--- src/rtl/desc_ring_addr.sv ---
module desc_ring_addr #(
  parameter int PFN_W        = 20,
  parameter int PAGE_SHIFT   = 12,
  parameter int PT_DEPTH     = 4,
  parameter int IDX_W        = 32,
  parameter int REQ_EPP_LOG2 = 5,
  parameter int REQ_DSZ_LOG2 = 7,
  parameter int CMP_EPP_LOG2 = 7,
  parameter int CMP_DSZ_LOG2 = 5,
  parameter int MSG_EPP_LOG2 = 6,
  parameter int MSG_DSZ_LOG2 = 6,
  localparam int ADDR_W = PFN_W + PAGE_SHIFT,
  localparam int PC_W   = $clog2(PT_DEPTH) + 1,
  localparam int PT_W   = PT_DEPTH * PFN_W,
  localparam int LG_W   = $clog2(IDX_W) + 1
) (
  input  logic              clk,
  input  logic              rst_n,
  input  logic              cfg_clean_i,
  input  logic              cfg_data_i,
  input  logic              cfg_msg_i,
  input  logic [PFN_W-1:0]  cfg_state_pfn_i,
  input  logic [PC_W-1:0]   cfg_req_pages_i,
  input  logic [PC_W-1:0]   cfg_cmp_pages_i,
  input  logic [PC_W-1:0]   cfg_msg_pages_i,
  input  logic [PT_W-1:0]   cfg_req_pt_i,
  input  logic [PT_W-1:0]   cfg_cmp_pt_i,
  input  logic [PT_W-1:0]   cfg_msg_pt_i,
  input  logic              req_pop_i,
  input  logic              cmp_pop_i,
  input  logic              msg_pop_i,
  input  logic              req_flush_i,
  input  logic              cmp_flush_i,
  input  logic              msg_flush_i,
  input  logic [IDX_W-1:0]  req_prod_i,
  input  logic [IDX_W-1:0]  msg_prod_i,
  input  logic [IDX_W-1:0]  msg_cons_i,
  output logic [ADDR_W-1:0] req_addr_o,
  output logic [ADDR_W-1:0] cmp_addr_o,
  output logic [ADDR_W-1:0] msg_addr_o,
  output logic              msg_room_o,
  output logic [IDX_W-1:0]  req_cons_o,
  output logic [IDX_W-1:0]  cmp_prod_o,
  output logic [IDX_W-1:0]  msg_prod_o,
  output logic [LG_W-1:0]   req_log2_o,
  output logic [LG_W-1:0]   cmp_log2_o,
  output logic [LG_W-1:0]   msg_log2_o,
  output logic [ADDR_W-1:0] state_addr_o,
  output logic              data_init_o,
  output logic              msg_init_o
);

  localparam int PG_W = (PT_DEPTH > 1) ? $clog2(PT_DEPTH) : 1;

  function automatic logic [LG_W-1:0] size_log2(input logic [PC_W-1:0] pages, input int epp_l2);
    logic [IDX_W-1:0] last;
    last = (IDX_W'(pages) << epp_l2) - IDX_W'(1);
    size_log2 = '0;
    for (int b = 0; b < IDX_W; b++)
      if (last[b]) size_log2 = LG_W'(b + 1);
  endfunction

  function automatic logic [ADDR_W-1:0] slot_addr(input logic [PT_W-1:0] pt, input logic [IDX_W-1:0] idx,
                                                  input int epp_l2, input int dsz_l2);
    logic [PG_W-1:0]   pg;
    logic [ADDR_W-1:0] slot;
    logic [ADDR_W-1:0] base;
    pg   = PG_W'(idx >> epp_l2);
    slot = ADDR_W'(idx & ((IDX_W'(1) << epp_l2) - IDX_W'(1)));
    base = {pt[pg*PFN_W +: PFN_W], {PAGE_SHIFT{1'b0}}};
    return base + (slot << dsz_l2);
  endfunction

  logic [PT_W-1:0]  req_pt, cmp_pt, msg_pt;
  logic [IDX_W-1:0] req_ptr, cmp_ptr, msg_ptr;
  logic             data_ok, msg_ok;

  wire any_cfg = cfg_clean_i | cfg_data_i | cfg_msg_i;
  wire [IDX_W-1:0] req_mask = (IDX_W'(1) << req_log2_o) - IDX_W'(1);
  wire [IDX_W-1:0] cmp_mask = (IDX_W'(1) << cmp_log2_o) - IDX_W'(1);
  wire [IDX_W-1:0] msg_mask = (IDX_W'(1) << msg_log2_o) - IDX_W'(1);
  wire req_empty = !data_ok || (req_prod_i == req_ptr);

  assign req_addr_o = req_empty ? '0 : slot_addr(req_pt, req_ptr & req_mask, REQ_EPP_LOG2, REQ_DSZ_LOG2);
  assign cmp_addr_o = slot_addr(cmp_pt, cmp_ptr & cmp_mask, CMP_EPP_LOG2, CMP_DSZ_LOG2);
  assign msg_addr_o = slot_addr(msg_pt, msg_ptr & msg_mask, MSG_EPP_LOG2, MSG_DSZ_LOG2);
  assign msg_room_o = msg_ok && ((msg_prod_i - msg_cons_i) < (msg_mask + IDX_W'(1)));

  always_ff @(posedge clk) begin
    data_init_o <= 1'b0;
    msg_init_o  <= 1'b0;
    if (!rst_n || cfg_clean_i) begin
      req_pt       <= '0;
      cmp_pt       <= '0;
      msg_pt       <= '0;
      req_ptr      <= '0;
      cmp_ptr      <= '0;
      msg_ptr      <= '0;
      req_cons_o   <= '0;
      cmp_prod_o   <= '0;
      msg_prod_o   <= '0;
      req_log2_o   <= '0;
      cmp_log2_o   <= '0;
      msg_log2_o   <= '0;
      state_addr_o <= '0;
      data_ok      <= 1'b0;
      msg_ok       <= 1'b0;
    end else if (cfg_data_i) begin
      req_pt       <= cfg_req_pt_i;
      cmp_pt       <= cfg_cmp_pt_i;
      req_ptr      <= '0;
      cmp_ptr      <= '0;
      req_cons_o   <= '0;
      cmp_prod_o   <= '0;
      req_log2_o   <= size_log2(cfg_req_pages_i, REQ_EPP_LOG2);
      cmp_log2_o   <= size_log2(cfg_cmp_pages_i, CMP_EPP_LOG2);
      state_addr_o <= {cfg_state_pfn_i, {PAGE_SHIFT{1'b0}}};
      data_ok      <= 1'b1;
      data_init_o  <= 1'b1;
    end else if (cfg_msg_i) begin
      if (data_ok) begin
        msg_pt     <= cfg_msg_pt_i;
        msg_ptr    <= '0;
        msg_prod_o <= '0;
        msg_log2_o <= size_log2(cfg_msg_pages_i, MSG_EPP_LOG2);
        msg_ok     <= 1'b1;
        msg_init_o <= 1'b1;
      end
    end else begin
      if (req_pop_i && !req_empty) req_ptr <= req_ptr + IDX_W'(1);
      if (cmp_pop_i)   cmp_ptr    <= cmp_ptr + IDX_W'(1);
      if (msg_pop_i)   msg_ptr    <= msg_ptr + IDX_W'(1);
      if (req_flush_i) req_cons_o <= req_ptr;
      if (cmp_flush_i) cmp_prod_o <= cmp_ptr;
      if (msg_flush_i) msg_prod_o <= msg_ptr;
    end
  end

  AST_EMPTY_POP_HOLDS: assert property (@(posedge clk) disable iff (!rst_n)
    (req_pop_i && !any_cfg && req_prod_i == req_ptr) |=> $stable(req_ptr));
  AST_CMP_STEP_ONE: assert property (@(posedge clk) disable iff (!rst_n)
    (cmp_pop_i && !any_cfg) |=> cmp_ptr == $past(cmp_ptr) + IDX_W'(1));
  AST_INIT_CLEARS: assert property (@(posedge clk) disable iff (!rst_n)
    data_init_o |-> (req_ptr == '0 && cmp_ptr == '0 && req_cons_o == '0 && cmp_prod_o == '0));
  AST_MSG_NEEDS_DATA: assert property (@(posedge clk) disable iff (!rst_n)
    (cfg_msg_i && !cfg_clean_i && !cfg_data_i && !data_ok) |=> !msg_init_o);
  AST_FLUSH_PRE_POP: assert property (@(posedge clk) disable iff (!rst_n)
    (req_flush_i && !any_cfg) |=> req_cons_o == $past(req_ptr));
  AST_SETUP_BLOCKS_POP: assert property (@(posedge clk) disable iff (!rst_n)
    (cfg_msg_i && !cfg_clean_i && !cfg_data_i && cmp_pop_i) |=> $stable(cmp_ptr));

endmodule

--- config.mk ---
export PLATFORM = sky130hd
export DESIGN_NAME = desc_ring_addr
export DESIGN_NICKNAME = d
export VERILOG_FILES = /design/src/rtl/desc_ring_addr.sv
export SDC_FILE = /design/constraint.sdc
export NUM_CORES = 1
export LEC_CHECK = 0
export ABC_CLOCK_PERIOD_IN_PS = 11440
export CAP_MARGIN = 25
export CORE_MARGIN = 2
export CORE_UTILIZATION = 41
export DETAILED_ROUTE_END_ITERATION = 7
export PLACE_DENSITY = 0.73
export REMOVE_ABC_BUFFERS = 1
export SYNTH_ARGS = -nofsm -noshare
export SYNTH_HDL_FRONTEND = slang
export SYNTH_SLANG_ARGS = --single-unit
--- constraint.sdc ---
create_clock -name clk -period 11.44 [get_ports clk]
set_input_delay 1.716 -clock clk [delete_from_list [all_inputs] [get_ports clk]]
set_output_delay 1.716 -clock clk [all_outputs]
set_load 0.02 [all_outputs]
[Word level (Yosys, flattened, before mapping)]
Cells that the tools add are included.
Word-level totals
  flip-flop bits (word level): 474
  bits of input ports: 376
Operators by class
  $lt $le $gt $ge: 1
  bitwise gates (word level): 5
  reduce and logical (&&, ||, !) cells: 18
  add/sub/neg operators: 14
  multipliers: 3
  multiplexer cells: 104
  equal/unequal tests: 2
  shifts and indexed selects: 6
Operators with widths (count)
  two-way mux 6 bit: 93
  indexed part select 80 x 8 -> 20 bit: 3
  two-way mux 32 bit: 6
  adder 32 x 1 -> 32 bit, second input constant: 4
  adder 32 x 12 -> 32 bit: 3
  equality test 32 bit: 1
  < comparator 32 bit: 1
  left shift 1 x 6 -> 32 bit, first input constant: 1
  subtractor 32 x 2 -> 32 bit, second input constant: 1
  subtractor 32 bit: 1
  multiplier 2 x 3 -> 5 bit, second input constant: 3
  subtractor 10 x 1 -> 11 bit, second input constant: 1
  subtractor 9 x 1 -> 10 bit, second input constant: 1
  AND 9 bit: 1
  AND reduction 3 bit: 3
  left shift 1 x 6 -> 9 bit, first input constant: 1
  subtractor 8 x 1 -> 9 bit, second input constant: 1
  subtractor 9 x 2 -> 9 bit, second input constant: 1
  AND 8 bit: 1
  AND reduction 2 bit: 4
  AND 7 bit: 1
  left shift 1 x 6 -> 7 bit, first input constant: 1
  subtractor 7 x 2 -> 7 bit, second input constant: 1
  two-way mux 1 bit: 5
  other kinds (8): 14

[Depth between registers and ports, before layout]
  word-level depth: 33
  mapped depth: 20
  depth with buffers taken out: 19

[Worst setup path after synthesis]
No wires, ideal clock.
  path kind: input to output
  start point: input msg_prod_i[0]
  end point: output msg_room_o
  data arrival time: 4937 ps
  path slack: 4787 ps
  buffers on the path: 0
  cell stages on the path: 18
  cells stage by stage: inv_1 > ha_1 > inv_1 > fa_1 > a21o_1 > a31o_2 > a311oi_1 > o31ai_2 > a31oi_2 > o21ai_0 > xor2_1 > ha_1 > a21oi_1 > nor2b_1 > o211ai_1 > a31oi_1 > a211oi_1 > o21a_1
On the way
  longest elaborated chain between the ends: 3
RTL lines
  start: declaration: RTL line 36  | input logic [IDX_W-1:0] msg_prod_i,
  subtractor 32 bit: RTL line 87  | assign msg_room_o = msg_ok && ((msg_prod_i - msg_cons_i) < (msg_mask + IDX_W'(1)));
  < comparator 32 bit: RTL line 87
  logical AND 1 bit: RTL line 87
  end: declaration: RTL line 41  | output logic msg_room_o,
No other way between the ends.

[Worst setup path after layout]
  start point: input msg_cons_i[4]
  end point: output msg_room_o
On the way
  longest elaborated chain between the ends: 3
RTL lines
  start: declaration: RTL line 37  | input logic [IDX_W-1:0] msg_cons_i,
  subtractor 32 bit: RTL line 87
  < comparator 32 bit: RTL line 87
  logical AND 1 bit: RTL line 87
No other way between the ends.

==> flow_summary.yaml <==
run_status:
  status: "finished, final reports clean"
cts:
  path_clk_slew_ns: 0.06
  postCtsSetupBuffers: 0
  numCtsBuffers: 50
  cts_buffer_depth: 3
  postCtsResizedCells: 0
  clock_tree.root_cell: "clkbuf_16"
  cts_tree: "done"
  h-tree-depth: 2
  cts_sinks: 470
  cts_hold_buf: 0
  clk_latency_ns: 0.58
pwr:
  p_total_mw: 3.75
  ir_drop_v: 0.000126
  p_leak_nw: 11.5
  power_density_mw_per_mm2: 122
timing:
  fin_setup_tns_ns: 0
  fin_skew_ns: 0.00997
  finalSetupViolCount: 0
  timing.fmax_mhz: 122
  hold_violations: 0
  slew_headroom_pct: 36.0
  rsz0062_at_grt: "no"
  finalCritPeriodShare_pct: 71.7
  slew_viol_final: 0
  whs_ns: 0.453
  finalCriticalPeriod_ns: 8.20
  tightestPinTransition_ns: 0.961
  setup_ws_ns: 3.24
synth:
  netlist.area_leader.share_pct: 41.4
  synth_top_cell_by_area: "dfxtp_1"
  synth.cell_area_mm2: 0.0227
  synthTopCellsByArea: "dfxtp_1 41%, mux2i_1 8.3%, nand2_1 6.1%"
  synth_ff_type: "dfxtp_1"
  synth-edff-count: 0
  synthCells: 2594
  synth_seq_cells: 470
  synth-async-reset-ratio_pct: 0
  avgSynthCellArea_um2: 8.75
  yosysWarnings: 0
  seq_area_frac_synth_pct: 41.4
  yosysUniqueCellTypes: 70
critical_path:
  endpoint_kind: "output port"
  critical_path_class: "input port to output port"
  worst_r2r_path_depth: 8
  critPathArrivalTime_ns: 6.48
  worst-path-max-fanout: 6
  rrSetupSlack_ns: 8.63
  crit_path_start_kind: "input port"
  critPathRequiredTime_ns: 9.72
finish:
  drive_above_1_share_pct: 6.25
  fin_area_mm2: 0.0307
  final_nets: 3550
  instances_no_fill: 3850
  areaGrowthSynthToFinish_pct: 35.4
  final_util_pct: 56.0
  nFillCells: 4834
grt:
  antenna_found_initial: 9
  grt_pass1_vias: 20100
  grt_overflow: 0
  grt_usage_pct: 23.5
  grt_max_degree: 87
  grt_pass1_wl_um: 107000
placed_design:
  place_congestion: 0.904
  hpwl_um: 52600
  port_buffers: 587
  pre_cts_slack_ns: 3.32
  placed_cells: 3751
  placed_area_mm2: 0.0291
routing:
  vias_per_cell: 5.22
  vias: 20100
  drc: 0
  drtPass1Iterations: 5
  wl_um: 69900
  post_drt_wl_per_cell_um: 18.2
  drtIter0Drc: 1010
  postRouteAntennaNets: 0
floorplanning:
  io_pins: 621
  start_util_pct: 41.4
  die_area_mm2: 0.0573
  die_height_um: 239
  rows: 86
  core-area_mm2: 0.0549
  die_x_um: 239
job:
  max-cap-violations: 0
min_path:
  min_path_cells: 2
  hold_class: "flop to flop"
==> layout by cell type, fill, tap and decap left out, types with 18 or more instances in the layout <==
cell type	count
clkdlybuf4s50_1	585
dfxtp_1	470
nand2_1	365
nor2_1	354
a21oi_1	243
mux2i_1	188
xor2_1	92
ha_1	71
o21ai_0	66
inv_1	61
mux4_2	60
clkbuf_16	51
xnor2_1	45
nand3_1	43
and2_1	35
conb_1	35
nand4_1	32
nor3b_1	30
nor3_1	28
or3_1	25
nor2b_1	18
==> final cells by class <==
class                      instances  area (um2)  area share, %
clock buffer                      71        1440           4.69
antenna                            9        22.5         0.0733
clock inverter                    16         141          0.460
sequential                       470        9410           30.6
multi-input combinational       1904       12400           40.2
inverter                          62         233          0.757
tap                              704         881           2.86
timing repair buffer             614        6250           20.3
==> power by group <==
part | switching (mW) | internal (mW) | leakage (nW)
Clock | 0.659 | 0.917 | 0.790
Combinational | 0.240 | 0.259 | 6.90
Sequential | 0.0164 | 1.66 | 3.80
==> routing by layer <==
| metal | routed length, um | up-vias | global-route usage [%] |
|---|---|---|---|
| li1 | - | 9828 | - |
| met2 | 34000 | 561 | 40.8 |
| met5 | 26 | - | 0 |
| met3 | 4430 | 137 | 5.65 |
| met1 | 28900 | 9576 | 28.0 |
| met4 | 2500 | 4 | 9.13 |
==> cells in the mapped netlist (all sizes together) (3+ instances only) <==
cell    number
nor3b       30
mux2i      188
a211o        3
or2          5
a311oi       3
and3        15
and4         9
buf         66
a21boi       7
mux4        60
xnor2       45
xor2        92
nor4        15
nor2b       20
o21ai       67
dfxtp      470
a21o        16
clkbuf     125
o31ai        4
o21bai       3
nor4b        5
nand2      368
o21a        10
nand2b      12
a31oi        9
nor2       356
inv         61
ha          71
a21oi      244
nor3        28
and2        36
nand4       34
nand3       44
or4          3
or3         27
o22ai        3
o211ai       6
a211oi       8
==> worst max-delay path, stage by stage <==
cell,delay (ns)
clkdlybuf4s50_1,0.45
inv_1,0.04
ha_1,0.37
a2111o_1,0.51
a31o_2,0.27
a311oi_1,0.39
o31ai_2,0.22
a31oi_2,0.33
o21ai_0,0.17
xor2_1,0.17
ha_1,0.32
a21oi_1,0.15
nor2b_1,0.06
o211ai_1,0.15
a31oi_1,0.11
a211oi_1,0.23
o21a_1,0.20
clkdlybuf4s50_1,0.62
==> worst paths after layout <==
check / start / end
min: msg_pt[50]$_SDFFE_PP0P_ / msg_pt[50]$_SDFFE_PP0P_
max reg2reg: req_ptr[19]$_SDFFE_PP0P_ / req_ptr[27]$_SDFFE_PP0P_
max: msg_cons_i[4] / msg_room_o
min reg2reg: msg_pt[50]$_SDFFE_PP0P_ / msg_pt[50]$_SDFFE_PP0P_
==> kinds of logic after synthesis <==
kind of cell | after synthesis | share of synthesized area, %
and+or+nand+nor | 1013 | 20.3
DFF | 470 | 41.4
AOI/OAI and AO/OA | 398 | 9.86
buffers and inverters | 253 | 4.80
muxes | 249 | 14.3
xor gates and xnor gates | 137 | 5.29
adders and majority gates | 72 | 4.00
other | 2 | 0.0331
==> state kept, by name, summed over array words and instances, names as in the netlist, 32 cells and up <==
| name | cells |
|---|---|
| req_cons_o | 32 |
| cmp_prod_o | 32 |
| cmp_pt | 80 |
| msg_ptr | 32 |
| msg_prod_o | 32 |
| msg_pt | 80 |
| cmp_ptr | 32 |
| req_pt | 80 |
| req_ptr | 32 |
Note: power is estimated with default switching activity, not from simulation.
